===== config.mk =====
export PLATFORM = sky130hd
export DESIGN_NAME = rs_sync_framer
export DESIGN_NICKNAME = d
export VERILOG_FILES = /design/src/rtl/rsf_pkg.sv /design/src/rtl/rsf_seq.sv /design/src/rtl/rsf_parity.sv /design/src/rtl/rs_sync_framer.sv
export SDC_FILE = /design/constraint.sdc
export NUM_CORES = 1
export LEC_CHECK = 0
export ABC_AREA = 1
export BUFFER_PORTS_ARGS = -buffer_cell sky130_fd_sc_hd__clkbuf_2
export CORE_MARGIN = 2
export CORE_UTILIZATION = 40
export CTS_CLUSTER_SIZE = 25
export DETAILED_ROUTE_END_ITERATION = 8
export PLACE_DENSITY_LB_ADDON = 0.12
export SYNTH_ARGS = -nofsm -noshare
export SYNTH_HDL_FRONTEND = slang
export SYNTH_SLANG_ARGS = --single-unit

===== constraint.sdc =====
create_clock -name clk -period 5.9 [get_ports clk]
set_input_delay 1.18 -clock clk [delete_from_list [all_inputs] [get_ports clk]]
set_output_delay 1.18 -clock clk [all_outputs]
set_load 0.02 [all_outputs]

===== src/rtl/rsf_pkg.sv =====
package rsf_pkg;

    localparam int SYM_W   = 9;
    localparam int MAX_PAR = 64;
    localparam logic [SYM_W:0] FIELD_POLY = 10'h211;   // x^9 + x^4 + 1

    typedef logic [SYM_W-1:0] sym_t;

    typedef enum logic [1:0] {
        PH_SYNC = 2'd0,
        PH_DATA = 2'd1,
        PH_PAR  = 2'd2
    } phase_e;

    typedef struct packed {
        sym_t word;
        logic we;
    } out_t;

    // Multiply two field elements, shift-and-add with modular reduction
    function automatic sym_t gf_mul(sym_t a, sym_t b);
        sym_t acc;
        sym_t sh;
        acc = '0;
        sh  = a;
        for (int i = 0; i < SYM_W; i++) begin
            if (b[i]) acc = acc ^ sh;
            sh = sh[SYM_W-1] ? ((sh << 1) ^ FIELD_POLY[SYM_W-1:0]) : (sh << 1);
        end
        return acc;
    endfunction

    // Generator coefficients g[0..npar-1] (ascending, monic term dropped),
    // roots alpha^0 .. alpha^(npar-1)
    function automatic logic [SYM_W*MAX_PAR-1:0] gen_poly(int npar);
        sym_t g [MAX_PAR+1];
        sym_t root;
        logic [SYM_W*MAX_PAR-1:0] flat;
        for (int k = 0; k <= MAX_PAR; k++) g[k] = '0;
        g[0] = sym_t'(1);
        root = sym_t'(1);
        for (int i = 0; i < npar; i++) begin
            for (int k = MAX_PAR; k > 0; k--) g[k] = g[k-1] ^ gf_mul(g[k], root);
            g[0] = gf_mul(g[0], root);
            root = gf_mul(root, sym_t'(2));
        end
        flat = '0;
        for (int k = 0; k < MAX_PAR; k++) flat[k*SYM_W +: SYM_W] = g[k];
        return flat;
    endfunction

endpackage


===== src/rtl/rsf_seq.sv =====
module rsf_seq import rsf_pkg::*; #(
    parameter int DATA_WORDS = 479,
    parameter int PAR_WORDS  = 32,
    parameter int SYNC_WORDS = 4,
    localparam int CNT_W = $clog2(DATA_WORDS),
    localparam int SEL_W = $clog2(SYNC_WORDS)
) (
    input  logic             clk,
    input  logic             rst_n,
    input  logic             accept,
    output phase_e           phase,
    output logic [SEL_W-1:0] sync_sel
);

    typedef struct packed {
        phase_e           phase;
        logic [CNT_W-1:0] cnt;
    } seq_t;

    seq_t s_d, s_q;

    always_comb begin
        s_d = s_q;
        unique case (s_q.phase)
            PH_SYNC: begin
                if (s_q.cnt == CNT_W'(SYNC_WORDS-1)) begin
                    s_d.phase = PH_DATA;
                    s_d.cnt   = '0;
                end else begin
                    s_d.cnt = s_q.cnt + 1'b1;
                end
            end
            PH_DATA: begin
                if (accept) begin
                    if (s_q.cnt == CNT_W'(DATA_WORDS-1)) begin
                        s_d.phase = PH_PAR;
                        s_d.cnt   = '0;
                    end else begin
                        s_d.cnt = s_q.cnt + 1'b1;
                    end
                end
            end
            PH_PAR: begin
                if (s_q.cnt == CNT_W'(PAR_WORDS-1)) begin
                    s_d.phase = PH_SYNC;
                    s_d.cnt   = '0;
                end else begin
                    s_d.cnt = s_q.cnt + 1'b1;
                end
            end
            default: s_d = '{phase: PH_SYNC, cnt: '0};
        endcase
    end

    always_ff @(posedge clk or negedge rst_n) begin
        if (!rst_n) s_q <= '{phase: PH_SYNC, cnt: '0};
        else        s_q <= s_d;
    end

    assign phase    = s_q.phase;
    assign sync_sel = s_q.cnt[SEL_W-1:0];

endmodule


===== src/rtl/rsf_parity.sv =====
module rsf_parity import rsf_pkg::*; #(
    parameter int NPAR = 32
) (
    input  logic clk,
    input  logic rst_n,
    input  logic absorb,
    input  logic shift,
    input  sym_t din,
    output sym_t top
);

    localparam logic [SYM_W*MAX_PAR-1:0] GEN = gen_poly(NPAR);

    sym_t [NPAR-1:0] par_d, par_q, prod;
    sym_t fb;

    assign fb = din ^ par_q[NPAR-1];

    for (genvar i = 0; i < NPAR; i++) begin : g_tap
        assign prod[i] = gf_mul(fb, GEN[i*SYM_W +: SYM_W]);
    end

    always_comb begin
        par_d = par_q;
        if (absorb) begin
            par_d[0] = prod[0];
            for (int i = 1; i < NPAR; i++) par_d[i] = par_q[i-1] ^ prod[i];
        end else if (shift) begin
            par_d[0] = '0;
            for (int i = 1; i < NPAR; i++) par_d[i] = par_q[i-1];
        end
    end

    always_ff @(posedge clk or negedge rst_n) begin
        if (!rst_n) par_q <= '0;
        else        par_q <= par_d;
    end

    assign top = par_q[NPAR-1];

endmodule


===== src/rtl/rs_sync_framer.sv =====
module rs_sync_framer import rsf_pkg::*; #(
    parameter int   DATA_WORDS = 479,
    parameter int   PAR_WORDS  = 32,
    parameter sym_t SYNC_W0    = 9'h1A5,
    parameter sym_t SYNC_W1    = 9'h0F3,
    parameter sym_t SYNC_W2    = 9'h156,
    parameter sym_t SYNC_W3    = 9'h0C9
) (
    input  logic       clk,
    input  logic       rst_n,
    input  logic [8:0] din,
    input  logic       din_nd,
    output logic       din_ready,
    output logic       sync_phase,
    output logic [8:0] dout,
    output logic       dout_we
);

    localparam int SYNC_WORDS = 4;
    localparam int SEL_W      = $clog2(SYNC_WORDS);

    phase_e           phase;
    logic [SEL_W-1:0] sync_sel;
    logic             accept;
    sym_t             par_top;
    sym_t             sync_word;
    out_t             o_d, o_q;

    assign din_ready  = (phase == PH_DATA);
    assign sync_phase = (phase == PH_SYNC);
    assign accept     = din_ready & din_nd;

    rsf_seq #(
        .DATA_WORDS (DATA_WORDS),
        .PAR_WORDS  (PAR_WORDS),
        .SYNC_WORDS (SYNC_WORDS)
    ) u_seq (
        .clk      (clk),
        .rst_n    (rst_n),
        .accept   (accept),
        .phase    (phase),
        .sync_sel (sync_sel)
    );

    rsf_parity #(
        .NPAR (PAR_WORDS)
    ) u_par (
        .clk    (clk),
        .rst_n  (rst_n),
        .absorb (accept),
        .shift  (phase == PH_PAR),
        .din    (din),
        .top    (par_top)
    );

    always_comb begin
        unique case (sync_sel)
            2'd0:    sync_word = SYNC_W0;
            2'd1:    sync_word = SYNC_W1;
            2'd2:    sync_word = SYNC_W2;
            default: sync_word = SYNC_W3;
        endcase
    end

    always_comb begin
        o_d.word = o_q.word;
        o_d.we   = 1'b0;
        unique case (phase)
            PH_SYNC: o_d = '{word: sync_word, we: 1'b1};
            PH_DATA: if (accept) o_d = '{word: din, we: 1'b1};
            PH_PAR:  o_d = '{word: par_top, we: 1'b1};
            default: ;
        endcase
    end

    always_ff @(posedge clk or negedge rst_n) begin
        if (!rst_n) o_q <= '0;
        else        o_q <= o_d;
    end

    assign dout    = o_q.word;
    assign dout_we = o_q.we;

endmodule


==> results of run 1 <==
## worst max path at each step
stage	from	to	slack (ns)
floorplan	din[3]	u_par.par_q[178]	3.15
global placement	din[8]	u_par.par_q[199]	1.06
detailed placement	din[3]	u_par.par_q[178]	1.09
CTS	din[3]	u_par.par_q[178]	1.67
global route	din[8]	u_par.par_q[147]	1.33
finish	din[8]	u_par.par_q[178]	1.43
## worst min-delay path, delay by kind of cell, from the launching register on
family / cells / cell delay, ns
simple gates: 2 / 0.10
flops: 1 / 0.34
## metrics by stage
stage	instance area (um^2)	utilization, %
after CTS	20300	44.6
after global placement	19100	42.0
after global routing	20300	44.6
after floorplan	18600	-
after detailed placement	19100	42.0
final	20300	44.6
## cell families (layout without fill, tap and decap cells)
group                    count (synthesis)  after routing
flip-flops                             309            309
XOR/XNOR                               208            208
AND/OR/NAND/NOR                       1237           1237
AO/OA/AOI/OAI                          388            388
buffers and inverters                  274            268
adder cells (fa/ha/maj)                  6              6
## sequential cells by signal (all words and copies together) (netlist names)
| name | cells |
|---|---|
| u_seq.sync_sel | 2 |
| u_seq.phase | 2 |
| u_par.par_q | 279 |
| u_seq.s_q | 7 |
| dout_we | 1 |
| u_par.top | 9 |
| dout | 9 |
## layout by cell type (no fill, tap or decap), drive strengths merged, types with 3 or more instances in the layout
cell / Yosys / layout
nand3: 276 / 276
nand2: 849 / 849
o2111ai: 5 / 5
nand4: 31 / 31
xor2: 184 / 184
o21ai: 196 / 196
o211ai: 110 / 110
or2: 18 / 18
buf: 84 / 27
nor2: 55 / 55
a21oi: 39 / 39
xnor2: 24 / 24
dfrtp: 309 / 309
a31oi: 5 / 5
o311ai: 3 / 3
clkbuf: 38 / 74
inv: 151 / 152
clkinv: 1 / 13
o22ai: 20 / 20
ha: 6 / 6
## per-layer routing
layer | global-route usage (%) | vias to the layer above | routed length, um
li1 | - | 7920 | -
met1 | 43.9 | 8153 | 32300
met2 | 44.9 | 724 | 30500
met3 | 5.69 | 139 | 5620
met4 | 11.4 | 0 | 2830
met5 | 0 | - | 0
## final cells by class
| cell class | count | share of cell area [%] |
|---|---|---|
| Timing Repair Buffer | 49 | 1.82 |
| Sequential cell | 309 | 38.1 |
| Multi-Input combinational cell | 1839 | 47.7 |
| Clock inverter | 15 | 0.653 |
| Inverter | 152 | 2.85 |
| Clock buffer | 52 | 5.19 |
| Tap cell | 600 | 3.70 |
==> results.sh, run 1 <==
export IMPL_synth_area_leaders="dfrtp_1 (42%), nand2_1 (17%), xor2_1 (8.0%)"
export IMPL_multi_input_area_um2=9690
export IMPL_syn_nets=2440
export IMPL_clk_path_buf_depth=3
export IMPL_cts_tree="built"
export IMPL_grt_pass1_vias=15800
export IMPL_overflow=0
export IMPL_die_height_um=219
export IMPL_synth_xor_xnor_area_share_pct=10.9
export IMPL_critPathKind="in -> reg"
export IMPL_cp_top_family="simple AND/OR/NAND/NOR gates"
export IMPL_antenna_found_initial=1
export IMPL_syn_area_um2=18600
export IMPL_fin_crit_sh_pct=75.7
export IMPL_n_fill_cell=4575
export IMPL_rr_worst_depth=12
export IMPL_cts_root_buffer="clkbuf_16"
export IMPL_setup_tns_ns=0
export IMPL_whs_endpoint="dout[6]"
export IMPL_insertedDiodeCount=0
export IMPL_grt_usage_pct=30.3
export IMPL_end_kind="register"
export IMPL_cpMaxStageDelayCell="nand2_1"
export IMPL_yosysTopAreaCell="dfrtp_1"
export IMPL_startpoint_type="primary input"
export IMPL_critPathMaxFanout=16
export IMPL_cts_sinks=309
export IMPL_crit_chain="clkbuf_2 -> inv_1 -> nand2_1 -> nand2_1 -> nand2_1 -> nand2_1 -> nand2_1 -> nand2_1 -> inv_1 -> xor2_1 -> nand2_2 -> nand3_1 -> o211ai_2"
export IMPL_fmax_mhz=224
export IMPL_num_vias=16900
export IMPL_report_final_hold_viol_count=0
export IMPL_crit_top_cell="nand2_1"
export IMPL_ys_async_sr_fraction_pct=100
export IMPL_viasPerCell=5.62
export IMPL_synthTopCellsByCount="nand2_1 (823), dfrtp_1 (309), nand3_1 (275), xor2_1 (169), o21ai_0 (162)"
export IMPL_first_pass_iters=8
export IMPL_cts_resized=0
export IMPL_place_gp_congestion=0.938
export IMPL_rsz0062_at_grt="no"
export IMPL_synth_distinct_cells=49
export IMPL_rrSetupSlack_ns=1.68
export IMPL_cts_hold_buffers=0
export IMPL_synthMuxAreaShare_pct=0
export IMPL_grt_max_degree=161
export IMPL_drive_above_1_share_pct=7.57
export IMPL_period_minus_slack_ns=4.47
export IMPL_skew_ns=0.0214
export IMPL_worstMarginPinSlew_ns=1.05
export IMPL_h_tree_depth=2
export IMPL_finalMaxSlewViolations=0
export IMPL_maxCapViolCount=0
export IMPL_drtAntennaViolNets=0
export IMPL_postSynthAreaPerCell_um2=7.67
export IMPL_critPathBufInv=3
export IMPL_hold_path_startpoint="dout[6]"
export IMPL_post_cts_setup_buffers=0
export IMPL_grt_pass1_wl_mm=107
export IMPL_slowest_delay_ns=0.69
export IMPL_synth_adder_area_share_pct=0.404
export IMPL_synth_top_area_share_pct=41.6
export IMPL_cts_made_buffers=38
export IMPL_synth_warning_count=0
export IMPL_synthSimpleGateAreaFrac_pct=28.2
export IMPL_synth_compound_area_share_pct=12.5
export IMPL_dp_cells=2949
export IMPL_hold_slack_ns=0.478
export IMPL_syn_inst=2422
export IMPL_whs_path_depth=2
export IMPL_dp_hpwl_mm=49.8
export IMPL_drtIter0Drc=2129
export IMPL_area_delta_synth_final_pct=9.37
export IMPL_ys_dominant_reg_cell="dfrtp_1"
export IMPL_finalWirelength_mm=71.2
export IMPL_slew_headroom_pct=29.6
export IMPL_setup_ws_ns=1.43
export IMPL_r2r_end="u_par.par_q[178]"
export IMPL_reg2reg_from="u_par.top[8]"
export IMPL_coreArea_um2=45600
export IMPL_ys_seq_area_share_pct=41.6
export IMPL_clock_latency_ns=0.57
export IMPL_port_buffers=23
export IMPL_worst_ep_arrival_time_ns=4.89
export IMPL_die_x_um=219
export IMPL_synth_top_family_by_area="simple AND/OR/NAND/NOR gates"
export IMPL_drc=0
export IMPL_setup_viol=0
export IMPL_required_ns=6.32
export IMPL_rows=78
export IMPL_io_pins=24
export IMPL_ys_seq_elements=309
export IMPL_yosysMostFrequentCell="nand2_1"
export IMPL_layout_area_seq_um2=7730
export IMPL_clk_pin_slew_worst_paths_ns=0.06
export IMPL_synth_edf_count=0
export IMPL_hp_class="reg -> reg"
export IMPL_status="finished clean"
export IMPL_cp_depth=13
export IMPL_nets=2407
export IMPL_finalNonFillerCells=3016
export IMPL_wire_per_inst_um=23.6
export IMPL_initial_utilization_pct=40.7
export IMPL_dieArea_um2=48200
export IMPL_pre_cts_slack_ns=1.09
Power of run 1 is not shown: default switching activity piles up to over one toggle a cycle in this logic, so the estimate is an artifact.
==> inputs of run 2 (changes only) <==
Clock period 5.9 ns to 3.7 ns, I/O delays scaled along.
==> results.sh, run 2 (synthesis gave the netlist of run 1 again) <==
export IMPL_finalMaxSlewViolations=0
export IMPL_hp_class="in -> async"
export IMPL_grt_max_degree=128
export IMPL_cts_resized=0
export IMPL_cts_made_buffers=39
export IMPL_final_common_cell="nand2_1"
export IMPL_layout_area_seq_um2=7730
export IMPL_multi_input_area_um2=9690
export IMPL_required_ns=4.17
export IMPL_rows=78
export IMPL_io_pins=24
export IMPL_cts_root_buffer="clkbuf_16"
export IMPL_grt_pass1_wl_mm=109
export IMPL_setup_tns_ns=0
export IMPL_coreArea_um2=45600
export IMPL_critPathMaxFanout=10
export IMPL_worstMarginPinSlew_ns=0.981
export IMPL_drive_above_1_share_pct=9.94
export IMPL_fmax_mhz=307
export IMPL_n_fill_cell=4542
export IMPL_place_gp_congestion=0.997
export IMPL_rr_worst_depth=14
export IMPL_viasPerCell=5.60
export IMPL_crit_start="u_par.top[6]"
export IMPL_post_cts_setup_buffers=0
export IMPL_drtAntennaViolNets=0
export IMPL_place_area_um2=19600
export IMPL_grt_usage_pct=31.2
export IMPL_die_x_um=219
export IMPL_finish_instance_area_um2=21000
export IMPL_clk_path_buf_depth=3
export IMPL_insertedDiodeCount=0
export IMPL_cts_sinks=309
export IMPL_antenna_found_initial=0
export IMPL_h_tree_depth=2
export IMPL_setup_viol=0
export IMPL_cts_hold_buffers=0
export IMPL_clk_pin_slew_worst_paths_ns=0.06
export IMPL_rrSetupSlack_ns=0.44
export IMPL_port_buffers=23
export IMPL_num_vias=17200
export IMPL_reg2reg_from="u_par.top[6]"
export IMPL_initial_utilization_pct=40.7
export IMPL_status="finished clean"
export IMPL_clock_latency_ns=0.57
export IMPL_maxCapViolCount=0
export IMPL_wire_per_inst_um=23.8
export IMPL_area_delta_synth_final_pct=12.9
export IMPL_worst_ep_arrival_time_ns=3.73
export IMPL_skew_ns=0.0153
export IMPL_period_minus_slack_ns=3.26
export IMPL_layout_common_cells="nand2_1 (823), dfrtp_1 (309), nand3_1 (275)"
export IMPL_drc=0
export IMPL_drtIter0Drc=1875
export IMPL_cts_tree="built"
export IMPL_top_register="u_par.par_q"
export IMPL_final_util_pct=46.0
export IMPL_first_pass_iters=8
export IMPL_end_kind="register"
export IMPL_startpoint_type="register"
export IMPL_die_height_um=219
export IMPL_report_final_hold_viol_count=0
export IMPL_largest_reg_flops=279
export IMPL_fin_crit_sh_pct=88.1
export IMPL_r2r_end="u_par.par_q[79]"
export IMPL_nets=2466
export IMPL_rsz0062_at_grt="no"
export IMPL_finalWirelength_mm=73.3
export IMPL_slew_headroom_pct=33.9
export IMPL_overflow=0
export IMPL_dp_hpwl_mm=53.3
export IMPL_critPathKind="reg -> reg"
export IMPL_dieArea_um2=48200
export IMPL_grt_pass1_vias=16300
[run 2: cell types whose count changed in the layout (fill, tap and decap cells not counted), sizes merged]
| cell | delta |
|---|---|
| buf | +58 |
| clkinv | -9 |
| clkbuf | +6 |
| clkinvlp | +3 |
| bufinv | +2 |
[run 2: metrics by stage]
| step | hold WS (ns) | setup WS [ns] | std cells |
|---|---|---|---|
| 2_1_floorplan | 0.444 | 1.39 | 2422 |
| 3_3_place_gp | 0.464 | 0.101 | 3007 |
| 3_5_place_dp | 0.471 | 0.137 | 3007 |
| 4_1_cts | 0.209 | 0.544 | 3076 |
| 5_1_grt | 0.214 | 0.253 | 3076 |
| 6_report | 0.162 | 0.440 | 3076 |
[run 2: worst max path at each step]
stage                  endpoint  slack (ns)  depth (start not counted)
2_1_floorplan  u_par.par_q[178]        1.39                         14
3_5_place_dp       u_par.top[7]        0.14                         15
6_report        u_par.par_q[79]        0.44                         14
4_1_cts            u_par.top[7]        0.54                         14
5_1_grt        u_par.par_q[235]        0.25                         14
3_3_place_gp       u_par.top[7]        0.10                         15
[run 2: area by class of cell]
cell class | count | share of cell area (%)
Multi-Input combinational cell | 1839 | 46.2
Sequential cell | 309 | 36.9
Clock buffer | 58 | 5.68
Timing Repair Buffer | 107 | 4.08
Tap cell | 600 | 3.58
Inverter | 152 | 2.76
Clock inverter | 11 | 0.794
[run 2: critical path, stage by stage, from the launching register on]
cell      delay [ns]
dfrtp_1         0.43
inv_1           0.12
nand2_1         0.07
nand2_2         0.26
buf_4           0.22
nand2_1         0.05
nand2_1         0.35
inv_1           0.32
nand2_1         0.12
nand2_1         0.20
inv_1           0.21
nor2_1          0.06
o21ai_0         0.51
nand3_1         0.13
o211ai_1        0.12
[run 2: routing by layer]
layer | global-route usage (%) | part of all wire, % | up-vias
met5 | 0 | 0 | -
met4 | 14.5 | 5.0 | 0
met3 | 4.64 | 6.9 | 154
met2 | 46.8 | 43 | 703
met1 | 44.4 | 45 | 8338
li1 | - | - | 8029
Power of run 2 is left out for the same reason.
